===== src/rtl/gpo_pkg.sv =====
package gpo_pkg;
  // Word addresses of the port registers.
  typedef enum logic [1:0] {
    REG_LEVEL  = 2'd0,
    REG_DATA   = 2'd1,
    REG_SETCLR = 2'd2,
    REG_CLR    = 2'd3
  } gpo_reg_e;
endpackage


===== src/rtl/gpo_decode.sv =====
module gpo_decode (
  input  logic                clk,
  input  logic                rst,
  input  logic                bus_wr,
  input  logic                bus_rd,
  input  logic [1:0]          bus_addr,
  output logic                wr_data,
  output logic                wr_setclr,
  output logic                wr_clr,
  output gpo_pkg::gpo_reg_e   rd_sel,
  output logic                rd_en
);
  import gpo_pkg::*;

  gpo_reg_e sel;
  assign sel = gpo_reg_e'(bus_addr);

  always_comb begin
    wr_data   = bus_wr && (sel == REG_DATA);
    wr_setclr = bus_wr && (sel == REG_SETCLR);
    wr_clr    = bus_wr && (sel == REG_CLR);
    rd_en     = bus_rd;
    rd_sel    = sel;
  end

  // Write strobes for different registers never coincide.
  p_onehot_strobe_r4: assert property (@(posedge clk) disable iff (rst)
    $onehot0({wr_data, wr_setclr, wr_clr}));
endmodule


===== src/rtl/gpo_sync.sv =====
module gpo_sync #(
  parameter int NPINS       = 16,
  parameter int SYNC_STAGES = 2
) (
  input  logic             clk,
  input  logic             rst,
  input  logic [NPINS-1:0] d,
  output logic [NPINS-1:0] q
);
  logic [SYNC_STAGES-1:0][NPINS-1:0] chain;

  always_ff @(posedge clk) begin
    if (rst) chain[0] <= '0;
    else     chain[0] <= d;
  end

  for (genvar s = 1; s < SYNC_STAGES; s++) begin : g_stage
    always_ff @(posedge clk) begin
      if (rst) chain[s] <= '0;
      else     chain[s] <= chain[s-1];
    end
  end

  assign q = chain[SYNC_STAGES-1];

  // The first stage captures the pin levels one edge later.
  p_first_stage_r10: assert property (@(posedge clk) disable iff (rst)
    !$past(rst) |-> chain[0] == $past(d));
endmodule


===== src/rtl/gpo_out_reg.sv =====
module gpo_out_reg #(
  parameter int NPINS = 16,
  localparam int DW   = 2 * NPINS
) (
  input  logic             clk,
  input  logic             rst,
  input  logic             wr_data,
  input  logic             wr_setclr,
  input  logic             wr_clr,
  input  logic [DW-1:0]    wdata,
  output logic [NPINS-1:0] q
);
  logic [NPINS-1:0] set_m, clr_m, nxt;

  always_comb begin
    set_m = '0;
    clr_m = '0;
    if (wr_setclr) begin
      set_m = wdata[NPINS-1:0];
      clr_m = wdata[DW-1:NPINS];
    end else if (wr_clr) begin
      clr_m = wdata[NPINS-1:0];
    end
    // The set mask is applied last, so it wins over a clear of the same bit.
    if (wr_data) nxt = wdata[NPINS-1:0];
    else         nxt = (q & ~clr_m) | set_m;
  end

  always_ff @(posedge clk) begin
    if (rst) q <= '0;
    else     q <= nxt;
  end

  p_hold_r4: assert property (@(posedge clk) disable iff (rst)
    !(wr_data || wr_setclr || wr_clr) |=> $stable(q));

  p_load_r7: assert property (@(posedge clk) disable iff (rst)
    wr_data |=> q == $past(wdata[NPINS-1:0]));

  for (genvar i = 0; i < NPINS; i++) begin : g_bit_chk
    p_set_r2_r5: assert property (@(posedge clk) disable iff (rst)
      wr_setclr && wdata[i] |=> q[i]);
    p_clear_r3: assert property (@(posedge clk) disable iff (rst)
      wr_setclr && wdata[i+NPINS] && !wdata[i] |=> !q[i]);
    p_keep_r4: assert property (@(posedge clk) disable iff (rst)
      wr_setclr && !wdata[i] && !wdata[i+NPINS] |=> $stable(q[i]));
    p_clr_only_r6: assert property (@(posedge clk) disable iff (rst)
      wr_clr && wdata[i] |=> !q[i]);
  end
endmodule


===== src/rtl/gpo_port.sv =====
module gpo_port #(
  parameter int NPINS       = 16,
  parameter int SYNC_STAGES = 2,
  localparam int DW         = 2 * NPINS
) (
  input  logic             clk,
  input  logic             rst,
  input  logic             bus_wr,
  input  logic             bus_rd,
  input  logic [1:0]       bus_addr,
  input  logic [DW-1:0]    bus_wdata,
  output logic [DW-1:0]    bus_rdata,
  input  logic [NPINS-1:0] pins_in,
  output logic [NPINS-1:0] pins_out
);
  import gpo_pkg::*;

  logic             wr_data, wr_setclr, wr_clr, rd_en;
  gpo_reg_e         rd_sel;
  logic [NPINS-1:0] level;

  gpo_decode u_dec (
    .clk(clk), .rst(rst), .bus_wr(bus_wr), .bus_rd(bus_rd), .bus_addr(bus_addr),
    .wr_data(wr_data), .wr_setclr(wr_setclr), .wr_clr(wr_clr),
    .rd_sel(rd_sel), .rd_en(rd_en)
  );

  gpo_sync #(.NPINS(NPINS), .SYNC_STAGES(SYNC_STAGES)) u_sync (
    .clk(clk), .rst(rst), .d(pins_in), .q(level)
  );

  gpo_out_reg #(.NPINS(NPINS)) u_out (
    .clk(clk), .rst(rst), .wr_data(wr_data), .wr_setclr(wr_setclr),
    .wr_clr(wr_clr), .wdata(bus_wdata), .q(pins_out)
  );

  logic [DW-1:0] rd_mux;
  always_comb begin
    unique case (rd_sel)
      REG_LEVEL: rd_mux = {{NPINS{1'b0}}, level};
      REG_DATA:  rd_mux = {{NPINS{1'b0}}, pins_out};
      default:   rd_mux = '0;
    endcase
  end

  always_ff @(posedge clk) begin
    if (rst)        bus_rdata <= '0;
    else if (rd_en) bus_rdata <= rd_mux;
  end

  p_wo_zero_r9: assert property (@(posedge clk) disable iff (rst)
    bus_rd && bus_addr[1] |=> bus_rdata == '0);

  p_readback_r8: assert property (@(posedge clk) disable iff (rst)
    bus_rd && bus_addr == 2'd1 |=> bus_rdata[NPINS-1:0] == $past(pins_out));
endmodule


===== config.mk =====
export PLATFORM = sky130hd
export DESIGN_NAME = gpo_port
export DESIGN_NICKNAME = d
export VERILOG_FILES = /design/src/rtl/gpo_pkg.sv /design/src/rtl/gpo_decode.sv /design/src/rtl/gpo_sync.sv /design/src/rtl/gpo_out_reg.sv /design/src/rtl/gpo_port.sv
export SDC_FILE = /design/constraint.sdc
export NUM_CORES = 1
export LEC_CHECK = 0
export BUFFER_PORTS_ARGS = -buffer_cell sky130_fd_sc_hd__buf_4
export CAP_MARGIN = 20
export CORE_MARGIN = 4
export CORE_UTILIZATION = 54
export DETAILED_ROUTE_END_ITERATION = 8
export PLACE_DENSITY = 0.85
export SYNTH_ARGS = -nofsm -noshare
export SYNTH_HDL_FRONTEND = slang
export SYNTH_SLANG_ARGS = --single-unit

===== constraint.sdc =====
create_clock -name clk -period 1.5 [get_ports clk]
set_input_delay 0.15 -clock clk [delete_from_list [all_inputs] [get_ports clk]]
set_output_delay 0.15 -clock clk [all_outputs]
set_load 0.05 [all_outputs]

# [After elaboration in Yosys (flattened, before gate mapping)]
# Cells that the tools add are included.
[word_totals] ff_bits=80 input_bits=54 output_inout_bits=48 elab_cells=19
[op_classes] eq_ne=3 muxes=5 bitwise=3 reduce_logical=4
[op_table] cell="$mux 16" n=4
[op_table] cell="$pmux 16 s2" n=1
[op_table] cell="$and 16x16->16" n=1
[op_table] cell="$not 16->16" n=1
[op_table] cell="$or 16x16->16" n=1
[op_table] cell="$eq 2x2->1 const B" n=2
[op_table] cell="$logic_and 1x1->1" n=3
[op_table] cell="$eq 2x1->1 const B" n=1
[op_table] cell="$logic_not 2->1" n=1

# [Logic depth before layout (Yosys ltp)]
[logic_depth] depth_word=8 mapped_depth=6 depth_no_buf=3

# [Cells and area by module]
# From an unflattened synthesis, not the netlist that was laid out.
[hier_totals] cells_unflattened=269 hier_area_um2=2652.5
[by_module_without_submodules] module="gpo_sync" instances=1 cells_per_inst=83 area_per_inst_um2=983.4 seq_area_each_um2=640.6
[by_module_without_submodules] module="gpo_out_reg" instances=1 cells_per_inst=108 area_per_inst_um2=825.8 seq_area_each_um2=320.3
[by_module_without_submodules] module="gpo_port" instances=1 cells_per_inst=72 area_per_inst_um2=795.8 seq_area_each_um2=320.3
[by_module_without_submodules] module="gpo_decode" instances=1 cells_per_inst=6 area_per_inst_um2=47.5 seq_area_each_um2=0.0

# [Worst setup path before layout]
# No wires, ideal clock.
[synth_path] path_type="register to register" startpoint="register u_out.q[10]" endpoint="register bus_rdata[10]" setup_ns=0.128 t_arrival_ns=0.992 required_ns=1.372 path_slack_ns=0.380 stages_incl_launch_ff=4 n_path_buf=0 synth_period_minus_slack_ns=1.120 cell_sequence="dfxtp_1 mux2_1 a21oi_1 nor2_1"
[synth_via] elab_chain_cells=1
[synth_lines] item="from (decl)" line_no="gpo_out_reg.sv:11" rtl="output logic [NPINS-1:0] q"
[synth_lines] item="from (signal assigned)" line_no="gpo_out_reg.sv:31" rtl="else q <= nxt;"
[synth_lines] item="$pmux 16 s2" line_no="gpo_port.sv:39" rtl="unique case (rd_sel)"
[synth_lines] item="to (signal assigned)" line_no="gpo_port.sv:48" rtl="else if (rd_en) bus_rdata <= rd_mux;"
[synth_lines] item="to (decl)" line_no="gpo_port.sv:12" rtl="output logic [DW-1:0] bus_rdata,"
# Every way passes these cells.
# A chain may end at the register's enable or synchronous reset.

# [Final worst setup path]
[layout_path] startpoint="register u_out.q[3]" endpoint="output pins_out[3]"
[layout_lines] item="to (decl)" line_no="gpo_port.sv:14" rtl="output logic [NPINS-1:0] pins_out"
# No word-level cell between the ends.

==> report_table.html <==
<table>
<tr><th>Metric</th><th>Value</th></tr>
<tr><th colspan="2">Status</th></tr>
<tr><td>Result of the run</td><td>finished, final reports clean</td></tr>
<tr><th colspan="2">Worst hold path</th></tr>
<tr><td>Class of the most critical hold timing path</td><td>in -&gt; reg</td></tr>
<tr><th colspan="2">Clocking</th></tr>
<tr><td>Clock transition at the registers of the reported paths</td><td>0.07 ns</td></tr>
<tr><td>Clock Tree Buf Depth</td><td>2</td></tr>
<tr><td>Count of clock tree sinks</td><td>64</td></tr>
<tr><td>Total number of H-tree levels</td><td>3</td></tr>
<tr><td>CTS tree</td><td>yes</td></tr>
<tr><td>Clock Root Buffer</td><td>sky130_fd_sc_hd__clkbuf_8</td></tr>
<tr><td>Hold bufs inserted after CTS</td><td>0</td></tr>
<tr><td>Clock latency reported for the late side of the worst-skew pair</td><td>0.34 ns</td></tr>
<tr><td>Number of clock buffers inserted by TritonCTS</td><td>9</td></tr>
<tr><td>Total of cells resized after clock tree synthesis</td><td>0</td></tr>
<tr><td>Postcts setup bufs</td><td>0</td></tr>
<tr><th colspan="2">STA</th></tr>
<tr><td>Worst hold slack</td><td>0.01882 ns</td></tr>
<tr><td>Post-route clock period utilization</td><td>0.7490</td></tr>
<tr><td>RSZ-0062 raised after global routing</td><td>false</td></tr>
<tr><td>Count of final hold-check violations</td><td>0</td></tr>
<tr><td>Max-slew violations</td><td>0</td></tr>
<tr><td>Setup TNS</td><td>0 ns</td></tr>
<tr><td>Max Freq</td><td>slightly below 0.9 GHz</td></tr>
<tr><td>Setup Skew</td><td>0.006583 ns</td></tr>
<tr><td>Minimum clock period</td><td>about 1.1 ns</td></tr>
<tr><td>Worst-case headroom to the max-slew limit</td><td>0.6403</td></tr>
<tr><td>Setup violations, final</td><td>0</td></tr>
<tr><td>Tightest Pin Transition</td><td>0.5396 ns</td></tr>
<tr><th colspan="2">Worst setup path</th></tr>
<tr><td>Worst setup EP type</td><td>output pin</td></tr>
<tr><td>CP Data Arrival Time</td><td>0.97 ns</td></tr>
<tr><td>Critical-path maximum fanout</td><td>3</td></tr>
<tr><td>Setup CP Type</td><td>reg -&gt; out</td></tr>
<tr><td>Crit path buffers/inverters</td><td>1</td></tr>
<tr><td>Kind of cell adding the most delay to the critical path</td><td>flip-flops</td></tr>
<tr><td>Critical-path cell list</td><td>buf_4</td></tr>
<tr><td>CP peak stage delay</td><td>0.40 ns</td></tr>
<tr><td>Slowest stage cell on the critical path</td><td>sky130_fd_sc_hd__dfxtp_1</td></tr>
<tr><td>Required time at the endpoint of the critical path</td><td>about 1.4 ns</td></tr>
<tr><td>Category of the worst setup path launch point</td><td>flop</td></tr>
<tr><th colspan="2">Route</th></tr>
<tr><td>Final ANT Viol Nets</td><td>0</td></tr>
<tr><td>Overall routed net length</td><td>6.557 mm</td></tr>
<tr><td>Via count</td><td>2417</td></tr>
<tr><td>Iteration count of the initial detailed-routing pass</td><td>4</td></tr>
<tr><td>Via-to-Cell Ratio</td><td>a little over 5</td></tr>
<tr><td>Drt drc</td><td>0</td></tr>
<tr><td>Initial drt markers</td><td>about 130</td></tr>
<tr><td>Wire per inst</td><td>14.01 um</td></tr>
<tr><th colspan="2">Synth</th></tr>
<tr><td>Library cell with the largest summed area after synthesis</td><td>sky130_fd_sc_hd__dfxtp_1</td></tr>
<tr><td>Part of the Yosys area used for sequential elements</td><td>0.4161</td></tr>
<tr><td>Number of warnings reported in the yosys synthesis log</td><td>0</td></tr>
<tr><td>Post-synthesis instance total</td><td>321</td></tr>
<tr><td>Synthesized area per cell</td><td>9.593 sq um</td></tr>
<tr><td>Synth Cell Area</td><td>between 3000 and 4000 sq um</td></tr>
<tr><td>Fraction of post-synthesis cell area in the top cell type by area</td><td>0.4161</td></tr>
<tr><td>Distinct cells, synth</td><td>23</td></tr>
<tr><td>Main area contributors after synthesis</td><td>sky130_fd_sc_hd__dfxtp_1 (42%), sky130_fd_sc_hd__nor2b_1 (8.7%), sky130_fd_sc_hd__nand4bb_1 (5.9%)</td></tr>
<tr><td>Flop and latch count out of synthesis</td><td>64</td></tr>
<tr><th colspan="2">Global route</th></tr>
<tr><td>Global routing usage summed across all routing layers</td><td>0.1812</td></tr>
<tr><td>Global route total overflow</td><td>0</td></tr>
<tr><td>Maximum number of pins on one net before global-route repair</td><td>49</td></tr>
<tr><td>First-pass GRT wire length</td><td>slightly above 10 mm</td></tr>
<tr><td>Initial antenna violation count</td><td>0</td></tr>
<tr><td>Via count of the first global-routing pass</td><td>2147</td></tr>
<tr><th colspan="2">Final layout</th></tr>
<tr><td>Antenna diode instance count</td><td>0</td></tr>
<tr><td>Fraction of final layout cells with drive strength greater than 1</td><td>0.3005</td></tr>
<tr><td>Leading cell type in the layout, fill and taps excluded</td><td>sky130_fd_sc_hd__buf_4</td></tr>
<tr><td>Layout net count</td><td>445</td></tr>
<tr><td>Leading cell types in the layout, fill and taps excluded</td><td>sky130_fd_sc_hd__buf_4 (87), sky130_fd_sc_hd__dfxtp_1 (64), sky130_fd_sc_hd__nor2b_1 (43)</td></tr>
<tr><td>Syn-to-layout area delta</td><td>25.88%</td></tr>
<tr><td>Post-layout instance area</td><td>3876 sq um</td></tr>
<tr><td>Number of filler instances in the final layout</td><td>427</td></tr>
<tr><th colspan="2">Placed design</th></tr>
<tr><td>Port bufs</td><td>85</td></tr>
<tr><td>Post-detailed-placement cell area</td><td>3623 sq um</td></tr>
<tr><td>Routability cong.</td><td>around 0.82</td></tr>
<tr><td>Post-detailed-placement half-perimeter wirelength</td><td>4.523 mm</td></tr>
<tr><th colspan="2">Die</th></tr>
<tr><td>Die Ht</td><td>83.52 um</td></tr>
<tr><td>Number of top-level pins</td><td>102</td></tr>
<tr><td>Full die area</td><td>6975 sq um</td></tr>
<tr><td>Starting utilization of the core area</td><td>0.5592</td></tr>
<tr><td>Core box area</td><td>between 5000 and 6000 sq um</td></tr>
<tr><td>Die Wd</td><td>83.52 um</td></tr>
<tr><td>Site Rows</td><td>27</td></tr>
<tr><th colspan="2">Power and ir drop</th></tr>
<tr><td>Power density relative to cell area</td><td>between 1000 and 1500 nW/um^2</td></tr>
<tr><td>Static power due to leakage</td><td>1.750 nW</td></tr>
<tr><td>VDD IR-drop max</td><td>912.0 uV</td></tr>
<tr><th colspan="2">Run</th></tr>
<tr><td>Max-cap viol count</td><td>0</td></tr>
</table>
sequential cells by signal (all words and copies together), names as in the netlist:
name          count
bus_rdata        16
u_out.q          16
u_sync.chain     16
u_sync.q         16
per-stage QoR:
| stage | total power [W] | util | setup WS, ns | cells |
|---|---|---|---|---|
| 6_report | 0.004383 | 0.7039 | 0.3764 | 468 |
| 5_1_grt | 0.004552 | 0.7039 | 0.3415 | 468 |
| 4_1_cts | 0.004410 | 0.7039 | 0.3713 | 468 |
| 3_5_place_dp | 0.002581 | 0.6580 | 0.2405 | 452 |
| 3_3_place_gp | 0.002570 | 0.6580 | 0.2855 | 452 |
| 2_1_floorplan | 0.002391 | - | 0.3802 | 336 |
cell usage after synthesis:
cell	instances
sky130_fd_sc_hd__or3b_1	16
sky130_fd_sc_hd__buf_4	20
sky130_fd_sc_hd__nand3_1	31
sky130_fd_sc_hd__nand3_2	1
sky130_fd_sc_hd__conb_1	1
sky130_fd_sc_hd__nand4bb_1	16
sky130_fd_sc_hd__nand2_1	16
sky130_fd_sc_hd__o2111ai_1	16
sky130_fd_sc_hd__mux2_1	6
sky130_fd_sc_hd__mux2_2	2
sky130_fd_sc_hd__buf_1	1
sky130_fd_sc_hd__inv_2	1
sky130_fd_sc_hd__clkbuf_1	11
sky130_fd_sc_hd__buf_6	8
sky130_fd_sc_hd__dfxtp_1	64
sky130_fd_sc_hd__nor2b_1	43
sky130_fd_sc_hd__a21oi_1	16
sky130_fd_sc_hd__buf_2	6
sky130_fd_sc_hd__mux2_4	8
sky130_fd_sc_hd__a22oi_1	15
sky130_fd_sc_hd__nor2_1	16
sky130_fd_sc_hd__and2b_1	6
sky130_fd_sc_hd__a22oi_2	1
per-layer routing:
metal / vias to the layer above / share of wire / global-route usage
met5: - / 0 / 0
met3: 8 / 0.065 / 0.04047
met1: 1084 / 0.45 / 0.2400
met4: 0 / 0.019 / 0.09357
li1: 1253 / - / -
met2: 72 / 0.46 / 0.2762
where the power goes:
group | internal, W | switching (W)
clock network | 0.00116 | 0.000677
logic | 0.000285 | 0.000441
registers | 0.00178 | 0.0000451
area by class of cell:
| class | instances | area (sq um) | share of cell area |
|---|---|---|---|
| clock buffer | 10 | 137.6 | 0.03551 |
| clock inverter | 6 | 115.1 | 0.02970 |
| inverter | 1 | 3.754 | 0.0009684 |
| multi-input combinational | 225 | 1535 | 0.3961 |
| sequential | 64 | 1281 | 0.3305 |
| tap | 72 | 90.09 | 0.02324 |
| timing repair buffer | 90 | 713.2 | 0.1840 |
path summary, 6_finish.rpt:
check             depth (start not counted)              end             from  slack, ns
setup / recovery                          1      pins_out[3]       u_out.q[3]       0.38
hold / removal                            2  u_sync.chain[9]       pins_in[9]       0.02
setup reg to reg                          3    bus_rdata[12]      u_out.q[12]       0.53
hold reg to reg                           1      u_sync.q[2]  u_sync.chain[2]       0.43
logic make-up after synthesis:
kind of cell / count (synthesis) / share of synthesized area
AOI/OAI and AO/OA: 48 / 0.1121
buffers and inverters: 47 / 0.1036
DFF: 64 / 0.4161
and+or+nand+nor: 145 / 0.2987
other: 1 / 0.001218
muxes: 16 / 0.06826
(Power assumes the default switching activity.)
